$ cat src/rtl/halt_wake_pkg.sv
package halt_wake_pkg;
    typedef enum logic [1:0] {
        ST_RUN    = 2'd0,
        ST_HALT   = 2'd1,
        ST_SETTLE = 2'd2
    } hw_state_e;

    localparam logic [1:0] RES_NONE = 2'b00;
    localparam logic [1:0] RES_NEXT = 2'b01;
    localparam logic [1:0] RES_INTR = 2'b10;
    localparam logic [1:0] RES_WARM = 2'b11;
endpackage

$ cat src/rtl/hw_port_edge.sv
module hw_port_edge #(
    parameter int W = 8
) (
    input  logic         clk,
    input  logic         rst_n,
    input  logic [W-1:0] pins,
    input  logic [W-1:0] wake_en,
    output logic         fall_hit
);
    logic [W-1:0] sync1_q, sync2_q, prev_q;

    always_ff @(posedge clk or negedge rst_n) begin
        if (!rst_n) begin
            sync1_q <= '1;
            sync2_q <= '1;
            prev_q  <= '1;
        end else begin
            sync1_q <= pins;
            sync2_q <= sync1_q;
            prev_q  <= sync2_q;
        end
    end

    assign fall_hit = |(prev_q & ~sync2_q & wake_en);
endmodule

$ cat src/rtl/hw_settle_timer.sv
module hw_settle_timer #(
    parameter int SETTLE_CYC = 1024
) (
    input  logic clk,
    input  logic rst_n,
    input  logic load,
    input  logic run,
    output logic done
);
    localparam int CW = (SETTLE_CYC > 1) ? $clog2(SETTLE_CYC) : 1;
    localparam logic [CW-1:0] LAST = CW'(SETTLE_CYC - 1);

    logic [CW-1:0] cnt_q;

    assign done = run && (cnt_q == LAST);

    always_ff @(posedge clk or negedge rst_n) begin
        if (!rst_n)
            cnt_q <= '0;
        else if (load)
            cnt_q <= '0;
        else if (run && !done)
            cnt_q <= cnt_q + 1'b1;
    end
endmodule

$ cat src/rtl/hw_fsm.sv
module hw_fsm
    import halt_wake_pkg::*;
#(
    parameter int IRQ_W = 4
) (
    input  logic             clk,
    input  logic             rst_n,
    input  logic             halt_req,
    input  logic             clr_wdt,
    input  logic [IRQ_W-1:0] irq_req,
    input  logic [IRQ_W-1:0] irq_en,
    input  logic             stack_full,
    input  logic             wdt_ovf,
    input  logic             port_hit,
    input  logic             settle_done,
    output logic             settle_load,
    output logic             settle_run,
    output logic             core_clk_en,
    output logic             pwr_en,
    output logic             wdt_clr,
    output logic             pdf_flag,
    output logic             to_flag,
    output logic             resume_valid,
    output logic [1:0]       resume_code
);
    hw_state_e        state_q, state_d;
    logic [IRQ_W-1:0] armed_q;
    logic [1:0]       code_q;
    logic [1:0]       new_code;
    logic             wake, irq_hit, irq_take, halted;

    assign halted   = (state_q != ST_RUN);
    assign irq_hit  = |(irq_req & armed_q);
    assign irq_take = |(irq_req & armed_q & irq_en) && !stack_full;

    always_comb begin
        if (wdt_ovf)
            new_code = RES_WARM;
        else if (irq_hit)
            new_code = irq_take ? RES_INTR : RES_NEXT;
        else if (port_hit)
            new_code = RES_NEXT;
        else
            new_code = RES_NONE;
    end

    assign wake = halted && (new_code != RES_NONE);

    // next state: ENTER, WAKE, REWAKE, RESUME
    always_comb begin
        state_d = state_q;
        unique case (state_q)
            ST_RUN:    if (halt_req) state_d = ST_HALT;
            ST_HALT:   if (wake) state_d = ST_SETTLE;
            ST_SETTLE: if (!wake && settle_done) state_d = ST_RUN;
            default:   state_d = ST_RUN;
        endcase
    end

    always_ff @(posedge clk or negedge rst_n) begin
        if (!rst_n) state_q <= ST_RUN;
        else        state_q <= state_d;
    end

    always_ff @(posedge clk or negedge rst_n) begin
        if (!rst_n) begin
            armed_q  <= '0;
            code_q   <= RES_NONE;
            pdf_flag <= 1'b0;
            to_flag  <= 1'b0;
            wdt_clr  <= 1'b0;
        end else begin
            wdt_clr <= (state_q == ST_RUN) && halt_req;
            if (state_q == ST_RUN) begin
                if (halt_req) begin
                    armed_q  <= ~irq_req;
                    pdf_flag <= 1'b1;
                    to_flag  <= 1'b0;
                    code_q   <= RES_NONE;
                end else if (clr_wdt) begin
                    pdf_flag <= 1'b0;
                end
            end else begin
                armed_q <= armed_q & ~irq_req;
                if (wdt_ovf) to_flag <= 1'b1;
                if (wake && new_code > code_q) code_q <= new_code;
            end
        end
    end

    always_comb begin
        core_clk_en  = (state_q == ST_RUN);
        pwr_en       = (state_q == ST_RUN);
        settle_load  = wake;
        settle_run   = (state_q == ST_SETTLE);
        resume_valid = (state_q == ST_SETTLE) && settle_done && !wake;
        resume_code  = resume_valid ? code_q : RES_NONE;
    end
endmodule

$ cat src/rtl/halt_wake_ctl.sv
module halt_wake_ctl #(
    parameter int PORT_W     = 8,
    parameter int IRQ_W      = 4,
    parameter int SETTLE_CYC = 1024
) (
    input  logic              clk,
    input  logic              rst_n,
    input  logic              halt_req,
    input  logic              clr_wdt,
    input  logic [PORT_W-1:0] port_in,
    input  logic [PORT_W-1:0] port_wake_en,
    input  logic [IRQ_W-1:0]  irq_req,
    input  logic [IRQ_W-1:0]  irq_en,
    input  logic              stack_full,
    input  logic              wdt_ovf,
    output logic              core_clk_en,
    output logic              adc_en,
    output logic              dac_en,
    output logic              amp_en,
    output logic              wdt_clr,
    output logic              pdf_flag,
    output logic              to_flag,
    output logic              resume_valid,
    output logic [1:0]        resume_code
);
    logic port_hit, settle_done, settle_load, settle_run, pwr_en;

    hw_port_edge #(.W(PORT_W)) u_edge (
        .clk(clk), .rst_n(rst_n), .pins(port_in),
        .wake_en(port_wake_en), .fall_hit(port_hit)
    );

    hw_settle_timer #(.SETTLE_CYC(SETTLE_CYC)) u_timer (
        .clk(clk), .rst_n(rst_n), .load(settle_load),
        .run(settle_run), .done(settle_done)
    );

    hw_fsm #(.IRQ_W(IRQ_W)) u_fsm (
        .clk(clk), .rst_n(rst_n), .halt_req(halt_req), .clr_wdt(clr_wdt),
        .irq_req(irq_req), .irq_en(irq_en), .stack_full(stack_full),
        .wdt_ovf(wdt_ovf), .port_hit(port_hit), .settle_done(settle_done),
        .settle_load(settle_load), .settle_run(settle_run),
        .core_clk_en(core_clk_en), .pwr_en(pwr_en), .wdt_clr(wdt_clr),
        .pdf_flag(pdf_flag), .to_flag(to_flag),
        .resume_valid(resume_valid), .resume_code(resume_code)
    );

    assign adc_en = pwr_en;
    assign dac_en = pwr_en;
    assign amp_en = pwr_en;
endmodule

$ cat config.mk
export PLATFORM = sky130hd
export DESIGN_NAME = halt_wake_ctl
export DESIGN_NICKNAME = d
export VERILOG_FILES = /design/src/rtl/halt_wake_pkg.sv /design/src/rtl/hw_port_edge.sv /design/src/rtl/hw_settle_timer.sv /design/src/rtl/hw_fsm.sv /design/src/rtl/halt_wake_ctl.sv
export SDC_FILE = /design/constraint.sdc
export NUM_CORES = 1
export LEC_CHECK = 0
export BUFFER_PORTS_ARGS = -buffer_cell sky130_fd_sc_hd__buf_2
export CAP_MARGIN = 20
export CORE_UTILIZATION = 45
export DETAILED_ROUTE_END_ITERATION = 8
export PLACE_DENSITY = 0.68
export SYNTH_ARGS = -nofsm -noshare
export SYNTH_HDL_FRONTEND = slang
export SYNTH_SLANG_ARGS = --single-unit
$ cat constraint.sdc
create_clock -name clk -period 5.2 [get_ports clk]
set_clock_uncertainty 0.1 [all_clocks]
set_input_delay 0.52 -clock clk [delete_from_list [all_inputs] [get_ports clk]]
set_output_delay 0.52 -clock clk [all_outputs]
set_load 0.02 [all_outputs]
==> reports/metrics.cfg <==
[outcome]
status=complete, no violations

[sta]
hold_slack_ps=206
setup_viol_count_final=0
slew_headroom_pct=37.3
clock.fmax_mhz=360
rsz0062_at_grt=no
tightest_slew_ps=940
hold_violations=0
period_needed_ps=2780
timing.final.crit_share_pct=53.4
fin_setup_tns_ps=0
slew_violations=0

[clocking]
post_cts.repair.setup_buffers=0
cts_resized=0
clk_path_buf_depth=2
root_buffer=clkbuf_8
cts_max_level=2
clk_latency_ps=300
hold_buffers=0
cts_tree=built
cts_buffers=5
cts_sinks=45
clk_pin_slew_ps=90

[global_routing]
grt_pass1_wl_mm=6.11
grt_pass1_vias=1429
grt_overflow=0
grt_max_degree=46
antenna_found_initial=0
grt_use_total_pct=19.4

[detailed_routing]
avgViaCountPerCell=5.20
routed_wl_mm=3.54
wl_per_cell_um=14.2
drc=0
drtAntennaViolNets=0
drt_iter0_markers=56
via_count=1299
first_pass_iters=4

[floorplan]
num_io_pins=40
fp.dieW_um=66.3
core-area_um2=4000
die_area_um2=4400
die_height_um=66.3
fp-row-count=23
start_util_pct=46.5

[power]
peakVddDrop_uv=281
power.internal_w=0.000620
p_sw_w=0.000327
clock_power_share_pct=24.5
p_sw_share_pct=34.5
p_leak_nw=1.02
seqPwrFrac_pct=47.5
design_power_total_w=0.000947
power_density_nw_per_um2=432
power_frac_comb_pct=28.0

[placed_design]
place_hpwl_mm=2.62
port_buffers=39
dp_cells=242
gp_congestion=0.777

[worst_setup_path]
startpoint_type=flop
cp.arrival_ps=2160
rrSetupSlack_ps=2460
r2r_start=u_edge.sync2_q[6]
cp_max_fo=6
r2r-end=u_fsm.code_q[1]
required_ps=4580
critPathKind=flop to primary output
reg2reg_depth=7
cp-end-kind=primary output

[layout]
n_antenna_cell=0
nets=232
area_delta_synth_final_pct=17.7
final_cells=250
drive_gt1_share_pct=39.0

[synth]
yosysTopAreaCell=dfstp_2
ys_types=36
yosysWarnings=0
synth_area_um2=1860
synth_top_area_share_pct=33.9
ys.flop_type=dfstp_2
synth_nets=190
synth_most_common_cell=dfstp_2
synth_edf_count=0
synthTopCellsByArea=dfstp_2 (34%), dfrtp_1 (28%), nand2_1 (3.2%), nor2_1 (2.6%), o21ai_0 (2.4%)
synthArstFlopShare_pct=100
synthCells=157
ys_ff_latch=45
synth.avg_cell_area_um2=11.9
synth_commonest_cells=dfstp_2 (24), dfrtp_1 (21), nand2_1 (16), nor2_1 (13), o21ai_0 (9)
synth_seq_area_share_pct=62.1

[min_path]
hp-class=input port to flop
hold_depth=1
min_from=port_in[0]
holdPathEnd=u_edge.sync1_q[0]

[run]
drv_cap=0

state kept, by name, indices dropped and copies added (netlist names), 2 cells and up:
register / flops
u_edge.sync1_q: 8
u_fsm.armed_q: 4
u_fsm.code_q: 2
u_edge.prev_q: 8
u_timer.cnt_q: 10
u_edge.sync2_q: 8
u_fsm.state_q: 2
power by group through the flow:
stage	Clock [W]	Combinational [W]	Sequential, W
floorplan	0	0.000192	0.000457
global placement	0	0.000252	0.000450
detailed placement	0	0.000269	0.000454
CTS	0.000241	0.000269	0.000449
global route	0.000255	0.000293	0.000457
finish	0.000232	0.000265	0.000450
cells by family after synthesis:
| group | count (synthesis) | synth area share [%] |
|---|---|---|
| compound gates | 23 | 9.07 |
| buf+inv | 12 | 3.09 |
| simple gates | 64 | 18.4 |
| fa+ha+maj | 3 | 2.02 |
| xor+xnor | 5 | 2.35 |
| flops | 45 | 62.1 |
| mux | 5 | 2.96 |
cell usage in the layout, fill, tap and decap left out, types with 3 or more instances in the layout:
master and n:
nand2_1 16, dfstp_2 24, and3_1 5, o21ai_0 9, nand3b_1 6, dfrtp_1 21
nand3_1 7, buf_2 39, xor2_1 3, nand4_1 3, clkbuf_8 6, ha_1 3
inv_1 8, nor2_1 13, mux2i_1 4, and2_1 4
final cells by class:
| type | instances | area, um2 |
|---|---|---|
| clock buffer | 6 | 82.6 |
| sequential | 45 | 1160 |
| timing repair buffer | 39 | 195 |
| multi-input combinational | 100 | 648 |
| inverter | 8 | 30.0 |
| fill | 340 | 1810 |
| tap | 50 | 62.6 |
| clock inverter | 2 | 17.5 |
worst max-delay path by stage:
| stage | startpoint | endpoint | slack [ps] | depth (start not counted) |
|---|---|---|---|---|
| 2_1_floorplan | irq_req[0] | u_fsm.code_q[1] | 2600 | 7 |
| 3_3_place_gp | irq_req[2] | u_fsm.code_q[1] | 2390 | 8 |
| 3_5_place_dp | irq_req[2] | u_fsm.code_q[1] | 2240 | 8 |
| 4_1_cts | u_edge.sync2_q[6] | resume_code[0] | 2390 | 6 |
| 5_1_grt | u_edge.sync2_q[6] | resume_code[0] | 2300 | 6 |
| 6_report | u_edge.sync2_q[6] | resume_code[0] | 2420 | 6 |
worst max-delay path: stages (launching register included):
cell,delay (ps)
dfstp_2,540
nand3b_1,110
o221ai_2,120
nor4_4,450
and3_1,280
and3_1,180
buf_2,160
layer usage:
metal / routed length, um / vias to the layer above / GRT usage, %
li1: - / 625 / -
met1: 1470 / 627 / 21.5
met2: 1800 / 43 / 33.0
met3: 211 / 4 / 6.03
met4: 60 / 0 / 10.1
met5: 0 / - / 0
per-stage QoR:
| stage | cell area [um2] | setup WS [ps] | util, % |
|---|---|---|---|
| floorplan | 1860 | 2600 | - |
| global placement | 2090 | 2390 | 52.3 |
| detailed placement | 2090 | 2240 | 52.3 |
| CTS | 2190 | 2390 | 54.8 |
| global route | 2190 | 2300 | 54.8 |
| finish | 2190 | 2420 | 54.8 |
Note: power is estimated with default switching activity, not from simulation.
